## config.mk

```make
export PLATFORM = sky130hd
export DESIGN_NAME = frame_proto_mon
export DESIGN_NICKNAME = d
export VERILOG_FILES = /design/src/rtl/frame_mon_pkg.sv /design/src/rtl/frame_beat_rules.sv /design/src/rtl/frame_order_tracker.sv /design/src/rtl/frame_viol_collect.sv /design/src/rtl/frame_proto_mon.sv
export SDC_FILE = /design/constraint.sdc
export NUM_CORES = 1
export LEC_CHECK = 0
export BUFFER_PORTS_ARGS = -buffer_cell sky130_fd_sc_hd__buf_4
export CAP_MARGIN = 40
export CORE_MARGIN = 2
export CORE_UTILIZATION = 48
export DETAILED_ROUTE_END_ITERATION = 10
export GPL_ROUTABILITY_DRIVEN = 0
export PLACE_DENSITY = 0.74
export SLEW_MARGIN = 0
export SYNTH_ARGS = -nofsm -noshare
export SYNTH_HDL_FRONTEND = slang
export SYNTH_HIERARCHICAL = 1
export SYNTH_SLANG_ARGS = --single-unit
```

## constraint.sdc

```tcl
create_clock -name clk -period 3.1 [get_ports clk]
set_input_delay 0.465 -clock clk [delete_from_list [all_inputs] [get_ports clk]]
set_output_delay 0.465 -clock clk [all_outputs]
set_load 0.05 [all_outputs]
```

## src/rtl/frame_mon_pkg.sv

```systemverilog
// Shared definitions for the framed stream monitor.
// Assumes: flag bit positions are part of the block's output contract.
package frame_mon_pkg;
    localparam int RULE_N     = 6;
    localparam int RB_BOTH    = 0;
    localparam int RB_NOVALID = 1;
    localparam int RB_DROP    = 2;
    localparam int RB_HOLD    = 3;
    localparam int RB_ORDER   = 4;
    localparam int RB_FOOTER  = 5;

    typedef enum logic [1:0] {
        TRK_IDLE = 2'd0,
        TRK_HDR  = 2'd1,
        TRK_DATA = 2'd2,
        TRK_FTR  = 2'd3
    } trk_state_t;
endpackage

```

## src/rtl/frame_beat_rules.sv

```systemverilog
// Beat-level handshake rules on the response stream.
// Does: detects illegal flag combinations and changes to a stalled beat.
// Assumes: rst_n is synchronous and active low; history is cleared by reset.
module frame_beat_rules #(
    parameter int DATA_W = 8
) (
    input  logic              clk,
    input  logic              rst_n,
    input  logic              valid,
    input  logic              accept,
    input  logic              start,
    input  logic              stop,
    input  logic [DATA_W-1:0] data,
    output logic              ev_both,
    output logic              ev_novalid,
    output logic              ev_drop,
    output logic              ev_hold
);
    logic              prev_valid;
    logic              prev_accept;
    logic              prev_start;
    logic              prev_stop;
    logic [DATA_W-1:0] prev_data;
    logic              stalled_prev;

    // Capture the previous cycle's beat so hold rules can compare against it.
    always_ff @(posedge clk) begin
        if (!rst_n) begin
            prev_valid  <= 1'b0;
            prev_accept <= 1'b0;
            prev_start  <= 1'b0;
            prev_stop   <= 1'b0;
            prev_data   <= '0;
        end else begin
            prev_valid  <= valid;
            prev_accept <= accept;
            prev_start  <= start;
            prev_stop   <= stop;
            prev_data   <= data;
        end
    end

    // Evaluate the four beat-level rules for the current cycle.
    always_comb begin
        stalled_prev = prev_valid && !prev_accept;
        ev_both      = start && stop;
        ev_novalid   = (start || stop) && !valid;
        ev_drop      = stalled_prev && !valid;
        ev_hold      = stalled_prev && valid &&
                       ((start != prev_start) || (stop != prev_stop) ||
                        (data != prev_data));
    end
endmodule

```

## src/rtl/frame_order_tracker.sv

```systemverilog
// Frame-level ordering and footer code rules.
// Does: arms an expected response shape from the latest request and checks
// each accepted response beat against it; checks every footer byte.
// Assumes: a request accepted in the same cycle as a response beat re-arms
// after that beat has been judged against the old expectation.
module frame_order_tracker
    import frame_mon_pkg::*;
#(
    parameter int DATA_W     = 8,
    parameter int CMD_W      = 4,
    parameter int READ_CMD   = 0,
    parameter int WRITE_CMD  = 1,
    parameter int FOOTER_MAX = 1
) (
    input  logic              clk,
    input  logic              rst_n,
    input  logic              req_valid,
    input  logic              req_accept,
    input  logic              req_start,
    input  logic              req_stop,
    input  logic [CMD_W-1:0]  req_cmd,
    input  logic              rsp_valid,
    input  logic              rsp_accept,
    input  logic              rsp_start,
    input  logic              rsp_stop,
    input  logic [DATA_W-1:0] rsp_data,
    output logic              ev_order,
    output logic              ev_footer
);
    localparam logic [CMD_W-1:0]  CMD_RD  = CMD_W'(READ_CMD);
    localparam logic [CMD_W-1:0]  CMD_WR  = CMD_W'(WRITE_CMD);
    localparam logic [DATA_W-1:0] FTR_LIM = DATA_W'(FOOTER_MAX);

    trk_state_t state_q, state_d;
    logic       read_q, read_d;
    logic       req_fire, arm_read, arm_write, rsp_fire;
    logic       is_hdr, is_mid, is_ftr;

    // Decode request arming and the kind of the current response beat.
    always_comb begin
        req_fire  = req_valid && req_accept && req_start;
        arm_read  = req_fire && req_stop && (req_cmd == CMD_RD);
        arm_write = req_fire && !req_stop && (req_cmd == CMD_WR);
        rsp_fire  = rsp_valid && rsp_accept;
        is_hdr    = rsp_start && !rsp_stop;
        is_mid    = !rsp_start && !rsp_stop;
        is_ftr    = rsp_stop && !rsp_start;
    end

    // Next expectation and order verdict for an accepted response beat.
    always_comb begin
        state_d  = state_q;
        read_d   = read_q;
        ev_order = 1'b0;
        if (rsp_fire) begin
            unique case (state_q)
                TRK_IDLE: ev_order = 1'b1;
                TRK_HDR: begin
                    if (is_hdr) state_d = read_q ? TRK_DATA : TRK_FTR;
                    else begin
                        ev_order = 1'b1;
                        state_d  = TRK_IDLE;
                    end
                end
                TRK_DATA: begin
                    if (is_mid) state_d = TRK_FTR;
                    else begin
                        ev_order = 1'b1;
                        state_d  = TRK_IDLE;
                    end
                end
                TRK_FTR: begin
                    ev_order = !is_ftr;
                    state_d  = TRK_IDLE;
                end
                default: state_d = TRK_IDLE;
            endcase
        end
        if (arm_read || arm_write) begin
            state_d = TRK_HDR;
            read_d  = arm_read;
        end
    end

    // Footer code rule applies to every accepted stop beat.
    always_comb begin
        ev_footer = rsp_fire && rsp_stop && (rsp_data > FTR_LIM);
    end

    // Hold the armed expectation between cycles.
    always_ff @(posedge clk) begin
        if (!rst_n) begin
            state_q <= TRK_IDLE;
            read_q  <= 1'b0;
        end else begin
            state_q <= state_d;
            read_q  <= read_d;
        end
    end

    AST_READ_ARMS: assert property (@(posedge clk) disable iff (!rst_n)
        arm_read |=> (state_q == TRK_HDR && read_q));
    AST_WRITE_ARMS: assert property (@(posedge clk) disable iff (!rst_n)
        arm_write |=> (state_q == TRK_HDR && !read_q));
    AST_FOOTER_CLOSES: assert property (@(posedge clk) disable iff (!rst_n)
        (state_q == TRK_FTR && rsp_fire && !req_fire) |=> state_q == TRK_IDLE);
    AST_IDLE_BEAT_BAD: assert property (@(posedge clk) disable iff (!rst_n)
        (state_q == TRK_IDLE && rsp_fire) |-> ev_order);
endmodule

```

## src/rtl/frame_viol_collect.sv

```systemverilog
// Sticky violation flags and a one-cycle summary pulse.
// Does: ORs each rule event into its own flag and pulses after any hit.
// Assumes: event vector bit positions follow frame_mon_pkg indices.
module frame_viol_collect #(
    parameter int RULES = 6
) (
    input  logic             clk,
    input  logic             rst_n,
    input  logic [RULES-1:0] ev,
    output logic [RULES-1:0] flags,
    output logic             pulse
);
    logic [RULES-1:0] flags_q;
    logic             pulse_q;

    // One sticky bit per rule.
    for (genvar g = 0; g < RULES; g++) begin : g_flag
        always_ff @(posedge clk) begin
            if (!rst_n) flags_q[g] <= 1'b0;
            else if (ev[g]) flags_q[g] <= 1'b1;
        end
        AST_FLAG_STICKY: assert property (@(posedge clk) disable iff (!rst_n)
            flags_q[g] |=> flags_q[g]);
    end

    // Pulse follows any rule hit by one cycle.
    always_ff @(posedge clk) begin
        if (!rst_n) pulse_q <= 1'b0;
        else pulse_q <= |ev;
    end

    assign flags = flags_q;
    assign pulse = pulse_q;

    AST_PULSE_HAS_FLAG: assert property (@(posedge clk) disable iff (!rst_n)
        pulse_q |-> (flags_q != '0));
endmodule

```

## src/rtl/frame_proto_mon.sv

```systemverilog
// Passive monitor for a framed valid/accept response stream.
// Does: combines beat-level handshake rules and frame-level ordering rules
// into sticky per-rule flags and a violation pulse. Drives no stream signal.
// Assumes: synchronous active-low reset; command in the low request bits.
module frame_proto_mon
    import frame_mon_pkg::*;
#(
    parameter int DATA_W     = 8,
    parameter int CMD_W      = 4,
    parameter int READ_CMD   = 0,
    parameter int WRITE_CMD  = 1,
    parameter int FOOTER_MAX = 1
) (
    input  logic              clk,
    input  logic              rst_n,
    input  logic              req_valid,
    input  logic              req_accept,
    input  logic              req_start,
    input  logic              req_stop,
    input  logic [DATA_W-1:0] req_data,
    input  logic              rsp_valid,
    input  logic              rsp_accept,
    input  logic              rsp_start,
    input  logic              rsp_stop,
    input  logic [DATA_W-1:0] rsp_data,
    output logic [RULE_N-1:0] viol_flags,
    output logic              viol_pulse
);
    logic [RULE_N-1:0] ev;
    logic              unused_req_hi;

    assign unused_req_hi = ^req_data[DATA_W-1:CMD_W];

    frame_beat_rules #(.DATA_W(DATA_W)) u_beat (
        .clk        (clk),
        .rst_n      (rst_n),
        .valid      (rsp_valid),
        .accept     (rsp_accept),
        .start      (rsp_start),
        .stop       (rsp_stop),
        .data       (rsp_data),
        .ev_both    (ev[RB_BOTH]),
        .ev_novalid (ev[RB_NOVALID]),
        .ev_drop    (ev[RB_DROP]),
        .ev_hold    (ev[RB_HOLD])
    );

    frame_order_tracker #(
        .DATA_W     (DATA_W),
        .CMD_W      (CMD_W),
        .READ_CMD   (READ_CMD),
        .WRITE_CMD  (WRITE_CMD),
        .FOOTER_MAX (FOOTER_MAX)
    ) u_order (
        .clk        (clk),
        .rst_n      (rst_n),
        .req_valid  (req_valid),
        .req_accept (req_accept),
        .req_start  (req_start),
        .req_stop   (req_stop),
        .req_cmd    (req_data[CMD_W-1:0]),
        .rsp_valid  (rsp_valid),
        .rsp_accept (rsp_accept),
        .rsp_start  (rsp_start),
        .rsp_stop   (rsp_stop),
        .rsp_data   (rsp_data),
        .ev_order   (ev[RB_ORDER]),
        .ev_footer  (ev[RB_FOOTER])
    );

    frame_viol_collect #(.RULES(RULE_N)) u_collect (
        .clk   (clk),
        .rst_n (rst_n),
        .ev    (ev),
        .flags (viol_flags),
        .pulse (viol_pulse)
    );

    AST_BOTH_FLAGGED: assert property (@(posedge clk) disable iff (!rst_n)
        (rsp_start && rsp_stop) |=> viol_flags[RB_BOTH]);
    AST_NOVALID_FLAGGED: assert property (@(posedge clk) disable iff (!rst_n)
        ((rsp_start || rsp_stop) && !rsp_valid) |=> viol_flags[RB_NOVALID]);
    AST_DROP_FLAGGED: assert property (@(posedge clk) disable iff (!rst_n)
        (!rsp_valid && $past(rsp_valid && !rsp_accept && rst_n)) |=> viol_flags[RB_DROP]);
    AST_HOLD_FLAGGED: assert property (@(posedge clk) disable iff (!rst_n)
        (rsp_valid && $past(rsp_valid && !rsp_accept && rst_n) &&
         rsp_data != $past(rsp_data)) |=> viol_flags[RB_HOLD]);
    AST_FOOTER_FLAGGED: assert property (@(posedge clk) disable iff (!rst_n)
        (rsp_valid && rsp_accept && rsp_stop && rsp_data > DATA_W'(FOOTER_MAX))
        |=> viol_flags[RB_FOOTER]);
endmodule

```

==> run_results.csv, run 1 <==
group,metric,value,unit
sta,setup_tns,0,ns
sta,drv_slew,0,
routing,routed_wl,1950,um
sta,rsz0062_at_grt,"no",
clocking,cts_buffer_depth,2,
clocking,postCtsSetupRepairBufs,0,
routing,drtIter0Drc,9,
layout,nets,164,
critical_path,reg2reg_slack,0.62,ns
critical_path,crit_type,"flop to flop",
critical_path,required,3.31,ns
sta,finalClockSkew,0.0103,ns
floorplan,fp.dieH,49.9,um
clocking,cts_tree,"yes",
sta,slew_headroom,73.3,%
synthesis,ys_seq_area_share,43.6,%
synthesis,yosysTopAreaCell,"dfxtp_1",
synthesis,avgSynthCellArea,10.0,um^2
sta,max_freq,0.403,GHz
synthesis,synth_mux_area_share,0,%
layout,largest_register,"u_beat/prev_data",
layout,areaGrowthSynthToFinish,29.0,%
layout,layout-drive-gt1-share,27.3,%
critical_path,crit_path_end_kind,"flop",
clocking,cts_sinks,22,
synthesis,synth_top_family_by_area,"simple AND/OR/NAND/NOR gates",
synthesis,synthAdderAreaFrac,6.20,%
synthesis,yosys_warnings,6,
clocking,htree_num_levels,1,
grt,grt_max_degree,26,
synthesis,yosys.area_share.xor_xnor,9.54,%
layout,final_common_cell,"buf_4",
synthesis,synth_compound_area_share,16.2,%
routing,drc,0,
synthesis,yosys_register_bits,22,
sta,hold_viol_final,0,
run,drv_cap,0,
routing,ant_nets,0,
placed_design,dp.cells,155,
power,pwr_density_cell,478,nW/um^2
critical_path,crit_fanout,5,
critical_path,cp_cell_sequence,"inv_1 > ha_1 > or3b_1 > o311ai_0 > a21oi_1 > or4_1 > o31a_1",
layout,largest_register_ffs,8,
critical_path,cp-start-kind,"flop",
clocking,ctsResizeCount,0,
sta,period_share,80.0,%
critical_path,timing.rr.start,"u_order/state_q[0]",
grt,grt_pass1_vias,783,
floorplan,rows,16,
routing,drt-vias-per-instance,5.23,
clocking,clk_latency,0.31,ns
floorplan,fp.dieArea,2490,um^2
floorplan,io_pins,33,
synthesis,syn_inst,101,
layout,fin_cells,159,
critical_path,crit_slowest_cell,"or4_1",
hold_path,whs_path_depth,2,
power,power,0.622,mW
critical_path,cp_slowest_stage_delay,0.57,ns
floorplan,die_width,49.9,um
synthesis,synthTopCellsByArea,"dfxtp_1 44%, xor2_1 8.7%, and2_1 6.8%, ha_1 6.2%, o21a_1 5.2%",
routing,wire_per_inst,12.3,um
clocking,cts.root.buffer_cell,"clkbuf_4",
placed_design,port_buffers,28,
placed_design,dp_hpwl,1470,um
synthesis,syn-num-nets,132,
synthesis,synthesis.area,1010,um^2
grt,track_usage,17.5,%
grt,grt_pass1_wl,3370,um
critical_path,rr_endpoint,"u_collect/pulse",
sta,timing.hold.ws,0.361,ns
hold_path,min_from,"rsp_data[0]",
clocking,ctsHoldBuffers,0,
routing,first_pass_iters,4,
synthesis,synthSimpleGateAreaFrac,22.6,%
critical_path,cp_top_family,"simple AND/OR/NAND/NOR gates",
layout,final_cell_mix,"28 x buf_4, 22 x dfxtp_1, 11 x and2_1",
critical_path,reg2regPathDepth,7,
power,ir_worst_vdd,0.000323,V
grt,overflow,0,
power,p_leak,0.593,nW
grt,antenna_found_initial,0,
critical_path,worst-path-buf-inv,1,
hold_path,min_path_type,"input pin to flop",
synthesis,synth_top_area_share,43.6,%
layout,diodes,0,
critical_path,arrival,2.69,ns
clocking,cts_buffers,3,
status,status,"complete, no violations",
synthesis,synth_cell_types,36,
floorplan,initial_core_util,50.9,%
floorplan,core,1980,um^2
routing,vias,831,
sta,worstMarginPinSlew,0.391,ns
hold_path,holdPathEnd,"u_beat/prev_data[0]",
sta,setup_viol,0,
clocking,clkTransAtPathRegs,0.13,ns
sta,period_needed,2.48,ns
cell families (layout without fill, tap and decap cells):
kind of cell | Yosys count | count (layout)
AND/OR/NAND/NOR | 37 | 37
flip-flops | 22 | 22
AO/OA/AOI/OAI | 21 | 21
XOR/XNOR | 11 | 11
adder cells (fa/ha/maj) | 5 | 5
buffers and inverters | 5 | 36
metrics by stage:
step                setup WS, ns  instance area [um^2]  util (%)
floorplan                  0.898                  1010         -
global placement           0.724                  1250      63.1
finish                     0.619                  1300      65.7
global route               0.549                  1300      65.7
detailed placement         0.664                  1250      63.1
CTS                        0.649                  1300      65.7
routing by layer:
metal | global-route usage, % | up-vias | wire length [um]
met5 | 0 | - | 0
met4 | 6.94 | 0 | 15
met3 | 3.03 | 2 | 82
met2 | 30.0 | 17 | 934
met1 | 21.7 | 392 | 915
li1 | - | 420 | -
power by group:
group	leakage, nW	total [mW]	switching (mW)	internal, mW
Combinational	0.383	0.0985	0.0530	0.0455
Sequential	0.182	0.304	0.00640	0.297
Clock	0.0279	0.220	0.0891	0.131
cell usage after synthesis:
cell,n
nand4b_1,1
and2_2,2
or3b_1,1
a21oi_1,2
clkbuf_1,1
nor3b_1,1
o31a_1,1
a311o_1,1
nand3b_1,2
a211oi_1,1
nand2b_1,1
nor2_1,5
a31oi_1,1
ha_1,5
nor4_1,3
o21ai_0,1
o311ai_0,1
o211ai_1,1
xor2_1,10
nand2_1,1
or4_1,1
dfxtp_1,22
and3_1,1
o2bb2ai_1,1
nor3_1,3
a211o_1,1
xnor2_1,1
inv_1,4
a2111o_1,1
nand3_1,1
o211a_1,1
a2111oi_0,1
or4b_1,1
o21a_1,7
and2_1,11
or2_2,2
final cells by class:
| cell class | count | area, um^2 |
|---|---|---|
| clock buffers | 3 | 22.5 |
| clock inverters | 1 | 30.0 |
| fillers | 169 | 679 |
| inverters | 4 | 15.0 |
| multi-input cells | 74 | 551 |
| flip-flops and latches | 22 | 440 |
| well taps | 27 | 33.8 |
| repair buffers | 28 | 210 |
worst max path at each step:
stage,start,to,slack (ns),cells past startpoint
2_1_floorplan,u_order/state_q[0],u_collect/pulse,0.90,7
3_3_place_gp,u_order/state_q[0],u_collect/pulse,0.72,7
3_5_place_dp,u_order/state_q[0],u_collect/pulse,0.66,7
4_1_cts,u_order/state_q[0],u_collect/pulse,0.65,7
5_1_grt,u_order/state_q[0],u_collect/pulse,0.55,7
6_report,u_order/state_q[0],u_collect/pulse,0.62,7
No activity file was read; power rests on OpenSTA's default activity.
==> run 2: changes to the inputs <==
Settings changed: ABC_AREA set to 1, CORE_UTILIZATION 48 to 50, PLACE_DENSITY 0.74 to 0.76.
Clock period 3.1 ns to 2.52 ns, I/O delays scaled along.
==> run 2 against run 1 <==
Net effect:
- non-clock buffer count is the same
- synthesized cell count grew 71%
- via count increased by 28%
- combinational power grew 35%
- cell count up 46%
- sequential cell count unchanged
- maximum frequency rose by 73%
- clock-buffer cell count rose by 1
- wire length increased by 8.5%
- largest cell class unchanged
==> run_results.csv, run 2 <==
group,metric,value,unit
hold_path,min_path_type,"input pin to flop",
grt,track_usage,17.3,%
layout,nets,236,
placed_design,placed_area,1350,um^2
status,status,"complete, no violations",
clocking,cts_sinks,22,
clocking,postCtsSetupRepairBufs,0,
critical_path,arrival,1.65,ns
layout,final_cell_mix,"45 x nand2_1, 40 x inv_1, 30 x nor2_1",
floorplan,io_pins,33,
routing,drtIter0Drc,9,
layout,layout-drive-gt1-share,18.1,%
floorplan,fp.dieH,51.0,um
synthesis,synth_mux_area_share,0,%
sta,layout_setup_ws,1.09,ns
layout,areaGrowthSynthToFinish,25.0,%
sta,period_share,56.9,%
floorplan,rows,17,
grt,overflow,0,
synthesis,synth_compound_area_share,6.22,%
routing,first_pass_iters,4,
clocking,cts_buffers,3,
clocking,cts_buffer_depth,2,
power,pwr-share-seq,53.6,%
power,p_int,0.507,mW
sta,hold_viol_final,0,
sta,rsz0062_at_grt,"no",
clocking,cts_tree,"yes",
synthesis,avgSynthCellArea,6.39,um^2
synthesis,synthArstFlopShare,0,%
critical_path,crit_type,"flop to flop",
critical_path,crit_path_end_kind,"flop",
sta,drv_slew,0,
layout,diodes,0,
clocking,clkTransAtPathRegs,0.12,ns
routing,vias,1065,
critical_path,rr_endpoint,"u_collect/pulse",
clocking,ctsResizeCount,0,
power,ir_worst_vdd,0.000330,V
critical_path,critical_path.most_common_cell,"inv_1",
critical_path,crit_slowest_cell,"dfxtp_1",
synthesis,synthesis.area,1110,um^2
grt,grt_max_degree,17,
clocking,htree_num_levels,1,
grt,grt_pass1_vias,966,
critical_path,cp_cell_sequence,"inv_1 > ha_1 > o21ai_0 > and2_1 > a31oi_1 > nor2_1 > nand3_1 > nand2_1 > inv_1",
layout,fin_area,1380,um^2
critical_path,cp_slowest_stage_delay,0.42,ns
critical_path,reg2reg_slack,1.09,ns
floorplan,core,2150,um^2
power,clock_power_share,27.3,%
routing,ant_nets,0,
power,power.switching,0.188,mW
synthesis,synth_edf_count,0,
clocking,ctsHoldBuffers,0,
sta,slew_headroom,79.1,%
run,drv_cap,0,
critical_path,timing.rr.start,"u_order/state_q[0]",
routing,drc,0,
critical_path,crit_fanout,4,
routing,drt-vias-per-instance,4.59,
layout,largest_register,"u_beat/prev_data",
sta,setup_tns,0,ns
routing,wire_per_inst,9.11,um
synthesis,synthTopCellsByCount,"45 x nand2_1, 40 x inv_1, 30 x nor2_1",
synthesis,yosysTopAreaCell,"dfxtp_1",
layout,final_util,64.4,%
sta,worstMarginPinSlew,0.311,ns
synthesis,synth_ff_type,"dfxtp_1",
clocking,cts.root.buffer_cell,"clkbuf_4",
power,p_comb_share,19.1,%
power,switching_share,27.1,%
synthesis,yosys_register_bits,22,
synthesis,synthTopCellsByArea,"dfxtp_1 40%, nand2_1 15%, inv_1 14%, nor2_1 10%, ha_1 5.7%",
routing,routed_wl,2110,um
critical_path,critPathLaunch,"u_order/state_q[0]",
placed_design,dp.cells,228,
floorplan,initial_core_util,51.5,%
placed_design,port_buffers,28,
floorplan,die_width,51.0,um
critical_path,reg2regPathDepth,9,
sta,finalClockSkew,0.00270,ns
synthesis,synthSimpleGateAreaFrac,32.0,%
synthesis,synth_top_family_by_area,"simple AND/OR/NAND/NOR gates",
critical_path,critPathCapture,"u_collect/pulse",
layout,fin_cells,232,
critical_path,cp-start-kind,"flop",
synthesis,syn-num-nets,204,
layout,nFillCells,210,
grt,antenna_found_initial,0,
placed_design,dp_hpwl,1720,um
clocking,clk_latency,0.29,ns
power,p_leak,0.810,nW
layout,largest_register_ffs,8,
critical_path,required,2.73,ns
sta,max_freq,0.697,GHz
sta,setup_viol,0,
synthesis,synthAdderAreaFrac,5.66,%
grt,grt_pass1_wl,3510,um
synthesis,synth_top_area_share,39.8,%
synthesis,synth_cell_types,19,
synthesis,yosys_warnings,6,
floorplan,fp.dieArea,2600,um^2
synthesis,ys_seq_area_share,39.8,%
power,pwr_density_cell,503,nW/um^2
synthesis,yosys.area_share.xor_xnor,1.58,%
sta,period_needed,1.43,ns
placed_design,pre_cts_ws,1.13,ns
layout,final_common_cell,"nand2_1",
synthesis,syn_inst,173,
synthesis,synth.most_common_cell,"nand2_1",
[run 2: metal layers]
metal	track usage (%)	up-vias	part of all wire, %	wire length (um)
li1	-	567	-	-
met5	0	-	0	0
met4	4.95	0	0.99	21
met3	2.92	4	4.0	84
met2	35.3	26	53	1110
met1	17.3	468	42	895
[run 2: per-stage QoR]
step | total power, mW | hold WS, ns
after floorplan | 0.458 | 0.437
after detailed placement | 0.514 | 0.460
after global placement | 0.510 | 0.449
final | 0.695 | 0.266
after global routing | 0.731 | 0.271
after CTS | 0.702 | 0.262
[run 2: logic make-up after synthesis]
| kind of cell | count (synthesis) |
|---|---|
| XOR/XNOR | 2 |
| AO/OA/AOI/OAI | 13 |
| adder cells (fa/ha/maj) | 5 |
| flip-flops | 22 |
| AND/OR/NAND/NOR | 88 |
| buffers and inverters | 43 |
[run 2: power by group through the flow]
stage | Clock (mW) | Sequential (mW) | Combinational, mW
floorplan | 0 | 0.405 | 0.0523
global placement | 0 | 0.380 | 0.129
detailed placement | 0 | 0.381 | 0.133
CTS | 0.195 | 0.373 | 0.134
global route | 0.207 | 0.375 | 0.149
finish | 0.190 | 0.373 | 0.133
[run 2: worst min path at each step]
stage	end	startpoint	depth (start not counted)	slack, ns
after CTS	u_beat/prev_accept	rsp_accept	3	0.26
after global routing	u_beat/prev_accept	rsp_accept	3	0.27
after detailed placement	u_order/read_q	u_order/read_q	2	0.46
after global placement	u_order/read_q	u_order/read_q	2	0.45
after floorplan	u_order/read_q	u_order/read_q	2	0.44
final	u_beat/prev_accept	rsp_accept	3	0.27
[run 2: cell type report]
class	instances	area (um^2)	area share, %
repair buffers	28	210	15.2
inverters	42	158	11.4
clock buffers	4	36.3	2.62
multi-input cells	108	503	36.4
flip-flops and latches	22	440	31.9
well taps	28	35.0	2.53
[run 2: worst max-delay path: cells and delay by family (launching register included)]
family / cells / cell delay, ns
fa+ha+maj: 1 / 0.24
buf+inv: 2 / 0.13
compound gates: 2 / 0.18
simple gates: 4 / 0.37
flops: 1 / 0.42
